--- src/rtl/lsu_lane_pkg.sv ---
package lsu_lane_pkg;

  // funct3 size codes
  localparam logic [2:0] F3_BYTE_S = 3'b000;
  localparam logic [2:0] F3_HALF_S = 3'b001;
  localparam logic [2:0] F3_WORD   = 3'b010;
  localparam logic [2:0] F3_BYTE_U = 3'b100;
  localparam logic [2:0] F3_HALF_U = 3'b101;

  // strobes from control to datapath
  typedef struct packed {
    logic isByte;
    logic isHalf;
    logic isWord;
    logic signExt;
    logic blocked;   // illegal or misaligned: suppress load result
  } laneCtrl_t;

endpackage

--- src/rtl/lsu_lane_ctrl.sv ---
module lsu_lane_ctrl
  import lsu_lane_pkg::*;
#(
  parameter int LANES = 4,
  localparam int OFS_W = $clog2(LANES)
) (
  input  logic [2:0]       funct3,
  input  logic [OFS_W-1:0] laneOfs,
  output laneCtrl_t        ctl,
  output logic [LANES-1:0] byteEn,
  output logic             misaligned,
  output logic             illegalSize
);

  logic isByte, isHalf, isWord;

  always_comb begin
    isByte = 1'b0;
    isHalf = 1'b0;
    isWord = 1'b0;
    unique case (funct3)
      F3_BYTE_S, F3_BYTE_U: isByte = 1'b1;
      F3_HALF_S, F3_HALF_U: isHalf = 1'b1;
      F3_WORD:              isWord = 1'b1;
      default: ;
    endcase
  end

  assign illegalSize = ~(isByte | isHalf | isWord);
  assign misaligned  = (isHalf & laneOfs[0]) | (isWord & (laneOfs != '0));

  logic [LANES-1:0] rawEn;
  for (genvar i = 0; i < LANES; i++) begin : g_lane_en
    assign rawEn[i] = (isByte & (laneOfs == OFS_W'(i)))
                    | (isHalf & (laneOfs[OFS_W-1:1] == (OFS_W-1)'(i / 2)))
                    | isWord;
  end

  assign byteEn = (misaligned | illegalSize) ? '0 : rawEn;

  assign ctl.isByte  = isByte;
  assign ctl.isHalf  = isHalf;
  assign ctl.isWord  = isWord;
  assign ctl.signExt = ~funct3[2];
  assign ctl.blocked = misaligned | illegalSize;

  always_comb begin
    if (isByte) begin
      a_r3_byte_one_strobe: assert ($countones(byteEn) == 1);
    end
    if (misaligned) begin
      a_r4_misaligned_no_strobe: assert (byteEn == '0);
    end
    if (illegalSize) begin
      a_r2_illegal_quiet: assert (!misaligned && byteEn == '0);
    end
  end

endmodule

--- src/rtl/lsu_lane_data.sv ---
module lsu_lane_data
  import lsu_lane_pkg::*;
#(
  parameter int ADDR_W = 32,
  parameter int DATA_W = 32,
  parameter int IMM_W  = 12,
  localparam int LANES = DATA_W / 8,
  localparam int OFS_W = $clog2(LANES)
) (
  input  logic [ADDR_W-1:0] baseAddr,
  input  logic [IMM_W-1:0]  immOffset,
  input  logic [DATA_W-1:0] storeData,
  input  logic [DATA_W-1:0] readWord,
  input  laneCtrl_t         ctl,
  output logic [OFS_W-1:0]  laneOfs,
  output logic [ADDR_W-1:0] memAddr,
  output logic [DATA_W-1:0] storeLanes,
  output logic [DATA_W-1:0] loadResult
);

  logic [ADDR_W-1:0] effAddr;
  assign effAddr = baseAddr + {{(ADDR_W-IMM_W){immOffset[IMM_W-1]}}, immOffset};
  assign laneOfs = effAddr[OFS_W-1:0];
  assign memAddr = {effAddr[ADDR_W-1:OFS_W], {OFS_W{1'b0}}};

  for (genvar i = 0; i < LANES; i++) begin : g_st_lane
    always_comb begin
      if (ctl.isByte)      storeLanes[i*8 +: 8] = storeData[7:0];
      else if (ctl.isHalf) storeLanes[i*8 +: 8] = storeData[(i % 2)*8 +: 8];
      else                 storeLanes[i*8 +: 8] = storeData[i*8 +: 8];
    end
  end

  logic [DATA_W-1:0] shifted, byteVal, halfVal;
  assign shifted = readWord >> {laneOfs, 3'b000};
  assign byteVal = {{(DATA_W-8){ctl.signExt & shifted[7]}}, shifted[7:0]};
  assign halfVal = {{(DATA_W-16){ctl.signExt & shifted[15]}}, shifted[15:0]};

  always_comb begin
    if (ctl.blocked)     loadResult = '0;
    else if (ctl.isByte) loadResult = byteVal;
    else if (ctl.isHalf) loadResult = halfVal;
    else                 loadResult = shifted;
  end

  always_comb begin
    if (ctl.isByte) begin
      a_r5_byte_replicated: assert (storeLanes[15:8] == storeLanes[7:0]);
    end
    if (ctl.isHalf && !ctl.signExt && !ctl.blocked) begin
      a_r7_half_zero_upper: assert (loadResult[DATA_W-1:16] == '0);
    end
    if (ctl.isWord && !ctl.blocked) begin
      a_r8_word_passthrough: assert (loadResult == readWord);
    end
  end

endmodule

--- src/rtl/lsu_lane_align.sv ---
module lsu_lane_align
  import lsu_lane_pkg::*;
#(
  parameter int ADDR_W = 32,
  parameter int DATA_W = 32,
  parameter int IMM_W  = 12,
  localparam int LANES = DATA_W / 8,
  localparam int OFS_W = $clog2(LANES)
) (
  input  logic [ADDR_W-1:0] baseAddr,
  input  logic [IMM_W-1:0]  immOffset,
  input  logic [2:0]        funct3,
  input  logic [DATA_W-1:0] storeData,
  input  logic [DATA_W-1:0] readWord,
  output logic [ADDR_W-1:0] memAddr,
  output logic [LANES-1:0]  byteEn,
  output logic [DATA_W-1:0] storeLanes,
  output logic [DATA_W-1:0] loadResult,
  output logic              misaligned,
  output logic              illegalSize
);

  laneCtrl_t        ctl;
  logic [OFS_W-1:0] laneOfs;

  lsu_lane_ctrl #(.LANES(LANES)) i_ctrl (
    .funct3      (funct3),
    .laneOfs     (laneOfs),
    .ctl         (ctl),
    .byteEn      (byteEn),
    .misaligned  (misaligned),
    .illegalSize (illegalSize)
  );

  lsu_lane_data #(.ADDR_W(ADDR_W), .DATA_W(DATA_W), .IMM_W(IMM_W)) i_data (
    .baseAddr   (baseAddr),
    .immOffset  (immOffset),
    .storeData  (storeData),
    .readWord   (readWord),
    .ctl        (ctl),
    .laneOfs    (laneOfs),
    .memAddr    (memAddr),
    .storeLanes (storeLanes),
    .loadResult (loadResult)
  );

endmodule

--- config.mk ---
export PLATFORM = sky130hd
export DESIGN_NAME = lsu_lane_align
export DESIGN_NICKNAME = d
export VERILOG_FILES = /design/src/rtl/lsu_lane_pkg.sv /design/src/rtl/lsu_lane_ctrl.sv /design/src/rtl/lsu_lane_data.sv /design/src/rtl/lsu_lane_align.sv
export SDC_FILE = /design/constraint.sdc
export NUM_CORES = 1
export LEC_CHECK = 0
export BUFFER_PORTS_ARGS = -buffer_cell sky130_fd_sc_hd__buf_2
export CORE_ASPECT_RATIO = 2
export CORE_MARGIN = 2
export CORE_UTILIZATION = 48
export DETAILED_ROUTE_END_ITERATION = 8
export GPL_TIMING_DRIVEN = 0
export PLACE_DENSITY = 0.91
export SLEW_MARGIN = 15
export SYNTH_ARGS = -nofsm -noshare
export SYNTH_HDL_FRONTEND = slang
export SYNTH_SLANG_ARGS = --single-unit
--- constraint.sdc ---
create_clock -name vclk -period 4.9
set_input_delay 0.49 -clock vclk [all_inputs]
set_output_delay 0.49 -clock vclk [all_outputs]
set_load 0.05 [all_outputs]
==> impl.org, run 1 <==
** Pwr
- Power spread over the standard cell area amounts to 237 nW/µm².
- The share of total power dissipated in combinational logic is 1.000.
- Switching power summed over all nets :: 0.726 mW
- The share of total power dissipated in sequential elements is 0.
- Of the total power, the share spent switching nets is 0.723.
- Sum of internal, switching and leakage power :: 1.01 mW
- Int Pwr :: 0.279 mW
- Clk network pwr share :: 0
- Leakage dissipation :: 2.29 nW
- Peak supply drop :: 0.154 mV

** Logic synthesis
- After synthesis, the netlist uses 51 different library cells.
- Cell area after synthesis :: 3070 µm²
- Share of the synthesized area in the top cell type :: 0.126
- Cell accounting for the most synthesized area :: sky130_fd_sc_hd__ha_1
- Synthesis handed over a netlist of 483 instances.
- Warning count from the yosys run :: 0
- The average instance in the mapped netlist occupies 6.36 µm².
- In the post-synthesis netlist, the biggest area contributors are sky130_fd_sc_hd__ha_1, sky130_fd_sc_hd__a21oi_1, sky130_fd_sc_hd__nand2_1, sky130_fd_sc_hd__mux2_2, sky130_fd_sc_hd__mux2i_1.
- Of the synthesized area, sequential elements account for 0.

** GRT
- Entering global routing, the biggest net connects 22 pins.
- The via count of the first global-routing pass is 4195.
- The first global-routing pass estimated 18900 µm of wire.
- Total GRT Usage :: 0.332
- Total overflow reported by the global router :: 0
- The number of antenna violations at the first check in global routing was 0.

** Routing
- Number of vias per cell after detailed routing :: 5.91
- Drt total wl :: 12900 µm
- Mean routed wirelength per cell :: 16.5 µm
- DRC viols :: 0
- DR pass1 iterations :: 6
- The detailed router finished its first iteration with 433 violations.
- Across all layers, the routed design uses 4615 vias.
- Post-route ant nets :: 0

** Layout
- For this run, the share of the core covered by cells in the final layout is 0.677.
- Layout sequential cell count :: 0
- Number of antenna repair diodes :: 0
- Clock buffer count :: 0
- Most common cell after layout, fill and taps aside :: sky130_fd_sc_hd__buf_2
- # nets final :: 840
- In the final layout, the share of cells above drive strength 1 is 0.353.
- The area growth from synthesis to layout is 38.0%.
- Summing all flip-flop and latch instances after layout gives 0 µm².
- Leaving out fill and tap cells, the most frequent cells in the layout are sky130_fd_sc_hd__buf_2, sky130_fd_sc_hd__nand2_1, sky130_fd_sc_hd__a21oi_1.

** Clock network
- In this run, post-CTS hold repair placed 0 buffers.
- Post-CTS repair changed the size of 0 cells.
- Post-CTS Repair Setup Buffers :: 0

** Worst setup path
- The worst setup path is launched from an input port.
- Kind of end point of the critical path :: primary output
- Crit path largest cell delay :: 0.59 ns
- Largest fanout on the critical path :: 10
- Crit-path slowest cell :: sky130_fd_sc_hd__clkbuf_1
- Data required time of the worst path :: 4.41 ns
- The most numerous cell type found on the critical path is sky130_fd_sc_hd__clkbuf_1.
- CP Class :: in -> out
- The signal on the critical path passes through buf_2, ha_1, inv_1, fa_1, clkbuf_1, clkbuf_1, clkbuf_1, a211oi_1, a211oi_1, buf_2.
- For the worst setup path, the data arrival time is 3.70 ns.

** Floorplanning
- Vertical extent of the die :: 117 µm
- Die Outline Area :: 7090 µm²
- Effective utilization at floorplan :: 0.491
- Area of the placeable core :: 6260 µm²
- After floorplanning, the core was divided into 41 placement rows.
- Boundary pin count :: 213
- The die is 60.6 µm wide.

** STA
- Number of failing hold endpoints at the final stage :: 0
- Summed over all failing endpoints, the final setup total negative slack is 0 ns.
- Final worst path period need :: 4.19 ns
- Dividing the final minimum period by the clock period gives 0.854.
- Based on the critical path, the design can be clocked at up to 239 MHz.
- The final-report max-slew violation count was 0.
- Final hold analysis gives a worst-case slack of 1.38 ns.
- Final worst-path setup slack :: 0.713 ns
- For the pin with the worst max-slew slack, the measured transition is 0.849 ns.
- Setup violations remaining at the end of the flow were counted as 0.
- Normalized max-slew margin :: 0.420
- Setup repair after global routing left no endpoint under its margin.

** Placement
- I/O Buffers :: 211
- Pre-CTS WS :: 0.773 ns
- Estimated wirelength of the detail-placed design :: 10700 µm
- Final GP Congestion :: 1.01

** Status
- Run status :: completed

** Hold path
- Worst Hold Class :: in -> out

** Run
- # Max-Cap Violations :: 0
## layout make-up
type | count | area [µm²]
fill | 551 | 2020
multi-input combinational | 436 | 2860
inverter | 10 | 37.5
tap | 86 | 108
buffer | 38 | 181
timing repair buffer | 211 | 1060
## power groups by stage
stage	clock network, mW	registers, mW	logic (mW)
floorplan	0	0	0.746
global placement	0	0	0.973
detailed placement	0	0	0.988
CTS	0	0	0.992
global route	0	0	1.06
finish	0	0	1.01
## synth_stat cells, types with 9 or more instances
| library cell | count |
|---|---|
| sky130_fd_sc_hd__nand3_1 | 9 |
| sky130_fd_sc_hd__xor2_1 | 9 |
| sky130_fd_sc_hd__a21o_1 | 19 |
| sky130_fd_sc_hd__nor2_1 | 32 |
| sky130_fd_sc_hd__mux2i_1 | 18 |
| sky130_fd_sc_hd__ha_1 | 31 |
| sky130_fd_sc_hd__a211oi_1 | 18 |
| sky130_fd_sc_hd__clkbuf_1 | 23 |
| sky130_fd_sc_hd__buf_4 | 10 |
| sky130_fd_sc_hd__nor2b_1 | 19 |
| sky130_fd_sc_hd__o21ai_0 | 28 |
| sky130_fd_sc_hd__xnor2_1 | 15 |
| sky130_fd_sc_hd__a21oi_1 | 67 |
| sky130_fd_sc_hd__inv_1 | 10 |
| sky130_fd_sc_hd__mux2_2 | 18 |
| sky130_fd_sc_hd__nand2_1 | 79 |
## stage by stage
step | instances | area (µm²)
3_5_place_dp | 781 | 4240
5_1_grt | 781 | 4240
4_1_cts | 781 | 4240
2_1_floorplan | 484 | 3080
3_3_place_gp | 781 | 4240
6_report | 781 | 4240
## final timing paths
kind,to,start,depth (start not counted),slack [ns]
hold / removal,storeLanes[15],storeData[15],4,1.38
setup / recovery,loadResult[1],baseAddr[0],10,0.71
## metal layers
layer | wire (µm) | global-route usage | vias to the layer above | share of wire
met1 | 4400 | 0.322 | 2063 | 0.34
met5 | 0 | 0 | - | 0
met2 | 6750 | 0.640 | 319 | 0.52
met4 | 560 | 0.143 | 0 | 0.043
met3 | 1190 | 0.0659 | 55 | 0.092
li1 | - | - | 2178 | -
## kinds of logic (layout without fill, tap and decap cells)
group / count (synthesis) / in the layout / share of synthesized area
simple gates: 171 / 171 / 0.259
fa+ha+maj: 32 / 32 / 0.133
xor+xnor: 24 / 24 / 0.0684
compound gates: 171 / 171 / 0.342
buf+inv: 48 / 259 / 0.0713
other cells: 1 / 2 / 0.00122
mux: 36 / 36 / 0.125
## worst max-delay path: cells and delay by family
kind	cells	cell delay (ns)
compound gates	2	0.47
buf+inv	6	1.97
fa+ha+maj	2	0.76
(Power assumes the default switching activity.)
==> inputs of run 2 (changes only) <==
Settings changed: CELL_PAD_IN_SITES_DETAIL_PLACEMENT set to 0, CELL_PAD_IN_SITES_GLOBAL_PLACEMENT set to 1, CORE_UTILIZATION 48 to 30, PLACE_DENSITY 0.91 to not set, PLACE_DENSITY_LB_ADDON set to 0.1.
==> run 2 against run 1 <==
  * Critical path depth up 2
  * Non-clock buffer count unchanged
  * Sequential cell count unchanged
  * Wire length down 3.5%
  * Count of clock-buffer cells in the layout unchanged
  * Core utilization down 25 points
  * Combinational power about the same
  * Hold slack worse by 0.0073 ns
  * Final cell count up 6.3%
  * Critical endpoint is now loadResult[28]
==> impl.org, run 2 (same netlist as run 1, synthesis figures left out) <==
** Status
- Run status :: completed

** Layout
- Leaving out fill and tap cells, the most frequent cell in the layout is sky130_fd_sc_hd__buf_2.
- The sequential cell count is 0 (unchanged).
- The layout cell share with drive strength beyond 1 came to 0.353 (unchanged).
- Utilization after layout :: 0.429 (-0.248)
- Number of antenna repair diodes :: 0 (unchanged)
- Non-filler cells, final :: 830 (+6.3%)
- The number of nets in the layout was 840 (unchanged).
- Clock buffer count :: 0 (unchanged)
- From synthesis to final layout, the design area changed by 40.0%.
- Leading cell types in the layout, fill and taps excluded :: sky130_fd_sc_hd__buf_2, sky130_fd_sc_hd__nand2_1, sky130_fd_sc_hd__a21oi_1
- Area taken by flip-flops and latches :: 0 µm² (unchanged)

** Worst setup path
- The signal on the critical path passes through buf_2, ha_1, inv_1, fa_1, clkbuf_1, nand2_1, a21oi_1, o21ai_1, o21bai_1, clkbuf_1, a21oi_1, buf_2.
- Cell family with most CP delay :: buffers and inverters
- The data arrival time of the worst path was 3.55 ns (-0.15 ns).
- STA classifies the critical path endpoint as a primary output.
- STA classifies the critical path startpoint as an input port.
- The biggest cell delay along the critical path came to 0.57 ns (-0.02 ns).
- Crit-path slowest cell :: sky130_fd_sc_hd__fa_1
- Data required time of the worst path :: 4.41 ns (about the same)
- The critical path in this run is classified as in -> out.
- Largest fanout on the critical path :: 10 (unchanged)
- The buffers plus inverters on the worst setup path was 5 (-1).

** Floorplanning
- The die outline width came to 75.6 µm (+25%).
- The number of I/O pins was 213 (unchanged).
- Placement Rows :: 52 (+27%)
- Vertical extent of the die :: 147 µm (+26%)
- Area of the placeable core :: 10000 µm² (+60%)
- The starting density of the core is 0.307 (-0.184).
- The area of the die was 11100 µm² (+57%).

** Hold path
- Worst Hold Class :: in -> out

** GRT
- The global-route usage over all layers came to 0.206 (-0.126).
- Global-route wire length before repair :: 18600 µm (-1.3%)
- Vias in the first global route :: 4040 (-3.7%)
- The total congestion overflow after global routing is 0 (unchanged).
- Largest net degree at the start of global routing :: 22 (unchanged)
- Antenna violations before repair :: 0 (unchanged)

** Pwr
- Portion of total power attributed to sequential cells :: 0 (unchanged)
- The fraction of power consumed by combinational cells came to 1.000 (about the same).
- Int Pwr :: 0.278 mW (-0.28%)
- Switching part of the total power :: 0.719 (-0.00358)
- The worst IR drop on VDD came to 0.105 mV (-32%).
- The leakage power total was 2.29 nW (unchanged).
- Sum of internal, switching and leakage power :: 0.989 mW (-1.6%)
- Clk network pwr share :: 0 (unchanged)
- Switching power summed over all nets :: 0.711 mW (-2.0%)
- The total power per unit cell area is 230 nW/µm² (-3.0%).

** STA
- The number of endpoints with negative hold slack in the final report was 0 (unchanged).
- Normalized max-slew margin :: 0.517 (+0.0977)
- Setup-failing EPs final :: 0 (unchanged)
- Final worst path period need :: 4.04 ns (-0.148 ns)
- Share of the clock period used by the worst path :: 0.824 (-0.0303)
- The final setup TNS is 0 ns (unchanged).
- Slew Limit Fails :: 0 (unchanged)
- Setup repair after global routing missed its margin :: no
- The maximum achievable frequency came to 248 MHz (+3.7%).
- Tightest Pin Transition :: 0.706 ns (-0.143 ns)

** Routing
- The residual DRC count came to 0 (unchanged).
- DR pass1 iterations :: 5 (-1)
- The average routed wire per standard cell came to 15.0 µm (-9.2%).
- Total number of vias :: 4270 (-7.5%)
- Drt total wl :: 12500 µm (-3.5%)
- Post-route ant nets :: 0 (unchanged)
- Initial detailed-routing violation count :: 96 (-78%)
- Number of vias per cell after detailed routing :: 5.14 (-13%)

** Placement
- Final GP Congestion :: 0.848 (-16%)
- The number of port buffers came to 211 (unchanged).
- Placed insts :: 830 (+6.3%)
- The half-perimeter wire length after placement was 10800 µm (+0.80%).

** Clock network
- Post-CTS resize count :: 0 (unchanged)
- The number of buffers added for setup after CTS is 0 (unchanged).
- The number of buffers inserted by hold repair at cts is 0 (unchanged).

** Run
- # Max-Cap Violations :: 0 (unchanged)
[run 2: final timing paths]
check	end	depth (start not counted)	from	slack [ns]
worst max-delay path	loadResult[28]	12	baseAddr[0]	0.86
worst min-delay path	storeLanes[11]	4	storeData[11]	1.37
[run 2: final cells by class]
class,count,area (µm²)
inverter,10,37.5
buffer,38,181
multi-input combinational,436,2860
tap,135,169
fill,1183,5720
timing repair buffer,211,1060
[run 2: power by group through the flow]
| stage | sequential (mW) | combinational (mW) | clock [mW] |
|---|---|---|---|
| 2_1_floorplan | 0 | 0.746 | 0 |
| 3_3_place_gp | 0 | 0.986 | 0 |
| 3_5_place_dp | 0 | 0.991 | 0 |
| 4_1_cts | 0 | 0.994 | 0 |
| 5_1_grt | 0 | 1.06 | 0 |
| 6_report | 0 | 0.989 | 0 |
[run 2: layer usage]
layer / up-vias / share of wire / wire (µm) / global-route usage
li1: 2172 / - / - / -
met1: 1946 / 0.35 / 4300 / 0.193
met2: 140 / 0.59 / 7320 / 0.451
met3: 12 / 0.055 / 687 / 0.0144
met4: 0 / 0.012 / 147 / 0.0193
met5: - / 0 / 0 / 0
[run 2: per-stage QoR]
step	setup slack, ns	area, µm²	hold WS (ns)
2_1_floorplan	0.855	3080	1.15
6_report	0.861	4300	1.37
5_1_grt	0.580	4300	1.39
3_5_place_dp	0.849	4300	1.37
4_1_cts	0.852	4300	1.37
3_3_place_gp	0.913	4300	1.37
